**config.mk**
```make
export PLATFORM = sky130hd
export DESIGN_NAME = usb_ep_irq_gen
export DESIGN_NICKNAME = d
export VERILOG_FILES = /design/src/rtl/usb_ep_irq_pkg.sv /design/src/rtl/usb_ep_irq_enreg.sv /design/src/rtl/usb_ep_irq_qual.sv /design/src/rtl/usb_ep_irq_pend.sv /design/src/rtl/usb_ep_irq_gen.sv
export SDC_FILE = /design/constraint.sdc
export NUM_CORES = 1
export LEC_CHECK = 0
export BUFFER_PORTS_ARGS = -buffer_cell sky130_fd_sc_hd__buf_2
export CAP_MARGIN = 20
export CORE_AREA = 5 5 42 44
export DETAILED_ROUTE_END_ITERATION = 10
export DIE_AREA = 0 0 47 49
export GPL_ROUTABILITY_DRIVEN = 0
export PLACE_DENSITY = 0.64
export REMOVE_ABC_BUFFERS = 1
export SLEW_MARGIN = 20
export SYNTH_ARGS = -nofsm -noshare
export SYNTH_HDL_FRONTEND = slang
export SYNTH_SLANG_ARGS = --single-unit
```
**constraint.sdc**
```tcl
create_clock -name clk -period 1.2 [get_ports clk]
set_input_delay 0.24 -clock clk [delete_from_list [all_inputs] [get_ports clk]]
set_output_delay 0.24 -clock clk [all_outputs]
set_load 0.1 [all_outputs]
```
**src/rtl/usb_ep_irq_pkg.sv**
```systemverilog
package usb_ep_irq_pkg;

  localparam int NUM_EP      = 2;
  localparam int EN_W        = 8;
  localparam int EN_USED     = 3;
  localparam int EP0_EN_BIT  = 0;
  localparam int EP1_IN_BIT  = 1;
  localparam int EP1_OUT_BIT = 2;

  // One endpoint's worth of qualified-or-not event strobes
  typedef struct packed {
    logic setup;
    logic zlp;
    logic out_pkt;
    logic crc_ok;
    logic ack_out;
    logic nak_in;
    logic nak_out;
    logic in_ack;
  } ep_evt_t;

endpackage

```
**src/rtl/usb_ep_irq_enreg.sv**
```systemverilog
module usb_ep_irq_enreg #(
  parameter int W    = 8,
  parameter int USED = 3
) (
  input  logic         clk,
  input  logic         rst,
  input  logic         wr,
  input  logic [W-1:0] wdata,
  output logic [W-1:0] q
);
  localparam logic [W-1:0] MASK = {{(W-USED){1'b0}}, {USED{1'b1}}};

  always_ff @(posedge clk) begin
    if (rst)     q <= '0;
    else if (wr) q <= wdata & MASK;
  end
endmodule

```
**src/rtl/usb_ep_irq_qual.sv**
```systemverilog
module usb_ep_irq_qual
  import usb_ep_irq_pkg::*;
(
  input  ep_evt_t ev,
  input  logic    en_in,
  input  logic    en_out,
  output logic    trig
);
  logic out_take;
  logic in_side;
  logic out_side;

  always_comb begin
    out_take = ev.out_pkt & (ev.crc_ok | ev.ack_out);
    in_side  = ev.setup | ev.zlp | ev.nak_in | ev.in_ack;
    out_side = out_take | ev.nak_out;
    trig     = (en_in & in_side) | (en_out & out_side);
  end
endmodule

```
**src/rtl/usb_ep_irq_pend.sv**
```systemverilog
module usb_ep_irq_pend #(
  parameter int N = 2
) (
  input  logic         clk,
  input  logic         rst,
  input  logic [N-1:0] trig,
  input  logic [N-1:0] clr,
  output logic [N-1:0] pend
);
  for (genvar i = 0; i < N; i++) begin : g_flag
    always_ff @(posedge clk) begin
      if (rst)          pend[i] <= 1'b0;
      else if (trig[i]) pend[i] <= 1'b1;
      else if (clr[i])  pend[i] <= 1'b0;
    end
  end
endmodule

```
**src/rtl/usb_ep_irq_gen.sv**
```systemverilog
module usb_ep_irq_gen
  import usb_ep_irq_pkg::*;
(
  input  logic              clk,
  input  logic              rst,
  input  logic              en_wr,
  input  logic [EN_W-1:0]   en_wr_data,
  output logic [EN_W-1:0]   en_rd_data,
  input  logic              ev_setup,
  input  logic              ev_zlp,
  input  logic [NUM_EP-1:0] ev_out,
  input  logic [NUM_EP-1:0] ev_crc_ok,
  input  logic [NUM_EP-1:0] ack_out_mode,
  input  logic [NUM_EP-1:0] ev_nak_in,
  input  logic [NUM_EP-1:0] ev_nak_out,
  input  logic              ev_in_ack,
  input  logic [NUM_EP-1:0] irq_clr,
  output logic [NUM_EP-1:0] irq_pend
);
  logic [EN_W-1:0]   en_q;
  logic [NUM_EP-1:0] trig;

  usb_ep_irq_enreg #(.W(EN_W), .USED(EN_USED)) u_enreg (
    .clk   (clk),
    .rst   (rst),
    .wr    (en_wr),
    .wdata (en_wr_data),
    .q     (en_q)
  );

  assign en_rd_data = en_q;

  for (genvar i = 0; i < NUM_EP; i++) begin : g_ep
    ep_evt_t ev;
    logic    gate_in;
    logic    gate_out;

    if (i == 0) begin : g_ctrl
      // control endpoint: SETUP and status ZLP, one enable for all
      assign ev.setup  = ev_setup;
      assign ev.zlp    = ev_zlp;
      assign ev.in_ack = 1'b0;
      assign gate_in   = en_q[EP0_EN_BIT];
      assign gate_out  = en_q[EP0_EN_BIT];
    end else begin : g_data
      // non-control endpoint: IN ack source, split direction enables
      assign ev.setup  = 1'b0;
      assign ev.zlp    = 1'b0;
      assign ev.in_ack = ev_in_ack;
      assign gate_in   = en_q[EP1_IN_BIT];
      assign gate_out  = en_q[EP1_OUT_BIT];
    end

    assign ev.out_pkt = ev_out[i];
    assign ev.crc_ok  = ev_crc_ok[i];
    assign ev.ack_out = ack_out_mode[i];
    assign ev.nak_in  = ev_nak_in[i];
    assign ev.nak_out = ev_nak_out[i];

    usb_ep_irq_qual u_qual (
      .ev     (ev),
      .en_in  (gate_in),
      .en_out (gate_out),
      .trig   (trig[i])
    );
  end

  usb_ep_irq_pend #(.N(NUM_EP)) u_pend (
    .clk  (clk),
    .rst  (rst),
    .trig (trig),
    .clr  (irq_clr),
    .pend (irq_pend)
  );
endmodule

```
# Word-level counts from Yosys, hierarchy flattened
# Cells that the tools add are included.
# W data, S select, Z words.
totals:
  reg_bits: 5
  in_bits: 26
  word_cells: 24
  output_inout_bits: 10
classes:
  n_reduce_logical: 2
  mux: 4
  bitwise: 15
op_table:
  columns: ["cell", "n"]
  rows:
  - ["$or A1 B1 Y1", 9]
  - ["$and A1 B1 Y1", 6]
  - ["$mux W1", 4]
  - ["$reduce_bool A2 Y1", 2]

# Longest topological paths before layout
depth:
  depth_word: 6
  depth_mapped: 3
  ltp_nobuf: 3

# Cells and area by module
# Synthesis repeated with hierarchy kept, for this count alone.
unflattened:
  hier_cells: 32
  area_unflattened_um2: 279.0
modules_own_cells:
  columns: ["module", "seq_area_each_um2", "cells_per_inst", "area_each_um2", "n_inst"]
  rows:
  - ["usb_ep_irq_enreg", 60.1, 15, 142.6, 1]
  - ["usb_ep_irq_pend", 40.0, 8, 70.1, 1]
  - ["usb_ep_irq_qual", 0.0, 4, 31.3, 2]
  - ["usb_ep_irq_gen", 0.0, 1, 3.8, 1]

# Worst setup path after synthesis
# No wires, ideal clock.
synth_path:
  path_type: "register -> register"
  startpoint: "register u_pend.pend[1] (netlist name)"
  endpoint: "register u_pend.pend[1]"
  t_arrival_ns: 1.163
  stages_incl_launch_ff: 3
  synth_period_minus_slack_ns: 1.237
  setup_time_ns: 0.074
  slack_ns: -0.037
  path_buffers: 0
  cell_sequence: "dfxtp_1 -> nand2b_1 -> a31oi_1"
synth_lines:
  columns: ["element", "line", "text"]
  rows:
  - ["end signal, assigned by index", "usb_ep_irq_pend.sv:12", "if (rst) pend[i] <= 1'b0;"]
  - ["end signal, assigned by index", "usb_ep_irq_pend.sv:13", "else if (trig[i]) pend[i] <= 1'b1;"]
  - ["end signal, assigned by index", "usb_ep_irq_pend.sv:14", "else if (clr[i]) pend[i] <= 1'b0;"]
  - ["end, declared", "usb_ep_irq_pend.sv:8", "output logic [N-1:0] pend"]

# Final worst setup path
layout_path:
  startpoint: "register u_enreg.q[0]"
  endpoint: "output en_rd_data[0]"
layout_lines:
  columns: ["element", "line", "text"]
  rows:
  - ["start, declared", "usb_ep_irq_enreg.sv:9", "output logic [W-1:0] q"]
  - ["start signal, assigned", "usb_ep_irq_enreg.sv:15", "else if (wr) q <= wdata & MASK;"]
  - ["end, declared", "usb_ep_irq_gen.sv:8", "output logic [EN_W-1:0] en_rd_data,"]
# No word-level cell between the ends.

==> flow_metrics.tcl <==
set metrics [dict create \
    routedWlPerCell_um 9.521 \
    crit_slowest_cell "dfxtp_1" \
    synth_area_leaders "dfxtp_1, buf_4, mux2i_1" \
    port_buffers 25 \
    synthAdderAreaFrac_pct 0 \
    cts_resized 0 \
    remaining_drc_errors 0 \
    synth-xor-area-share_pct 0 \
    p_leak_nw 0.2318 \
    crit_path_max_fanout 3 \
    hold_viol 0 \
    start_util_pct 19.02 \
    holdCritPathClass "input port to flip-flop" \
    clk_pin_slew_ns 0.05 \
    cts_num_sinks 5 \
    place_area_um2 441.7 \
    cts_buffers 3 \
    fin_crit_ns 1.072 \
    synthDominantCellAreaShare_pct 37.56 \
    synth-simple-area-share_pct 11.74 \
    core_um2 1401 \
    yosysTopAreaCell "dfxtp_1" \
    syn_avg_cell_area_um2 8.884 \
    drv_slew 0 \
    grt_antenna_before_repair 0 \
    grt_max_degree 6 \
    met2_length_um 353 \
    top_layer "met3" \
    grt_remaining_overflow 0 \
    peakVddDrop_v 0.0003414 \
    yosys_warnings 0 \
    die_area_um2 2303 \
    drive_gt1_share_pct 52.73 \
    cp.arrival_ns 0.83 \
    cap_viol_max_count 0 \
    via_per_inst 3.831 \
    num_antenna_cells 0 \
    cp-start-kind "flip-flop" \
    die_x_um 47 \
    synth_compound_area_share_pct 15.49 \
    grt_pass1_wl_um 959 \
    clk_latency_ns 0.24 \
    wl_um 676 \
    htreeDepth 1 \
    post-route-period-util_pct 89.33 \
    status "finished, final reports clean" \
    drtPass1Iterations 4 \
    power_density_nw_per_um2 1309 \
    path_cells "buf_12" \
    fillers 165 \
    power_uw 614.1 \
    area_delta_synth_final_pct 76.06 \
    wl_met1_um 209 \
    dp_hpwl_um 588.3 \
    std_cell_rows 14 \
    critPathKind "flip-flop to primary output" \
    grt_pass1_vias 231 \
    final_cell_area_um2 469.2 \
    synth.ff_latch_count 5 \
    ys_seq_area_share_pct 37.56 \
    rsz0062_at_grt "no" \
    wl_met3_um 112 \
    syn_inst 30 \
    grt_use_total_pct 5.920 \
    post-cts-setup-buffers 0 \
    cp-end-kind "primary output" \
    nNetsFinal 82 \
    finalSetupViolCount 0 \
    drt_iter0_markers 5 \
    ios 36 \
    synth.distinct_cells 12 \
    synth_area_um2 266.5 \
    worstPathBufferInverterCount 1 \
    cpLargestDelayFamily "flip-flops" \
    synth_top_family_by_area "buffers and inverters" \
    cts_tree "yes" \
    yosys-mux-area-fraction_pct 11.27 \
    vias 272 \
    fmax_mhz 932.9 \
    clk_path_buf_depth 2 \
    antenna_left 0 \
    skew_ns 0.004343 \
    die_y_um 49 \
    cts_root_buffer "clkbuf_4" \
    cp.required_ns 0.96 \
    max_stage_delay_ns 0.39 \
    cts_hold_buf 0 \
]
==> sequential cells by signal (all words and copies together) (netlist names) <==
name / cells
u_enreg.q: 3
u_pend.pend: 2
==> cell usage after synthesis <==
cell type	number
buf_4	8
nand2b_1	2
or4_1	1
o21a_1	2
o21ai_1	1
a31oi_1	1
nor2_1	3
conb_1	1
mux2i_1	3
a21oi_1	1
o21ai_0	2
dfxtp_1	5
==> cell type report <==
cell class | instances | area, um2 | area share [%]
Clock buffer | 3 | 22.52 | 4.800
Clock inverter | 1 | 5.005 | 1.067
Multi-Input combinational cell | 21 | 121.4 | 25.87
Sequential cell | 5 | 100.1 | 21.33
Tap cell | 16 | 20.02 | 4.267
Timing Repair Buffer | 25 | 200.2 | 42.67
==> placed cells by master, fill, tap and decap left out, drive strengths merged <==
master,n
nand2b,2
o21ai,3
conb,5
a31oi,1
clkbuf,3
buf,25
mux2i,3
clkinv,1
nor2,3
a21oi,1
o21a,2
dfxtp,5
or4,1
==> per-stage QoR <==
stage,setup WS (ns),setup TNS [ns],hold WS (ns),utilization (%),std cells
3_3_place_gp,0.02537,0,0.4692,31.52,67
2_1_floorplan,-0.1900,-0.4505,0.3091,-,26
3_5_place_dp,0.01558,0,0.4814,31.52,67
6_report,0.1281,0,0.2331,33.48,71
4_1_cts,0.1065,0,0.2246,33.48,71
5_1_grt,0.08110,0,0.2232,33.48,71
==> layer usage <==
layer	track usage (%)	up-vias
li1	-	139
met1	5.727	117
met2	8.824	16
met3	1.476	0
met4	6.912	0
met5	0	-
==> cells by family after synthesis <==
logic type / count (synthesis)
buffers and inverters: 8
AOI/OAI and AO/OA: 7
DFF: 5
other: 1
and+or+nand+nor: 6
muxes: 3
==> path summary, 6_finish.rpt <==
kind                  startpoint              to  slack [ns]  cells after the start
setup reg to reg    u_enreg.q[2]  u_pend.pend[1]        0.45                      2
hold reg to reg   u_pend.pend[1]  u_pend.pend[1]        0.51                      2
hold / removal     en_wr_data[0]    u_enreg.q[0]        0.23                      3
setup / recovery    u_enreg.q[0]   en_rd_data[0]        0.13                      1
==> power breakdown <==
group          internal (mW)  total [mW]  switching (mW)  leakage [nW]
clock                  0.120       0.189          0.0681        0.0177
sequential             0.177       0.189          0.0118        0.0412
combinational         0.0727       0.237           0.164         0.173
(Power assumes the default switching activity.)
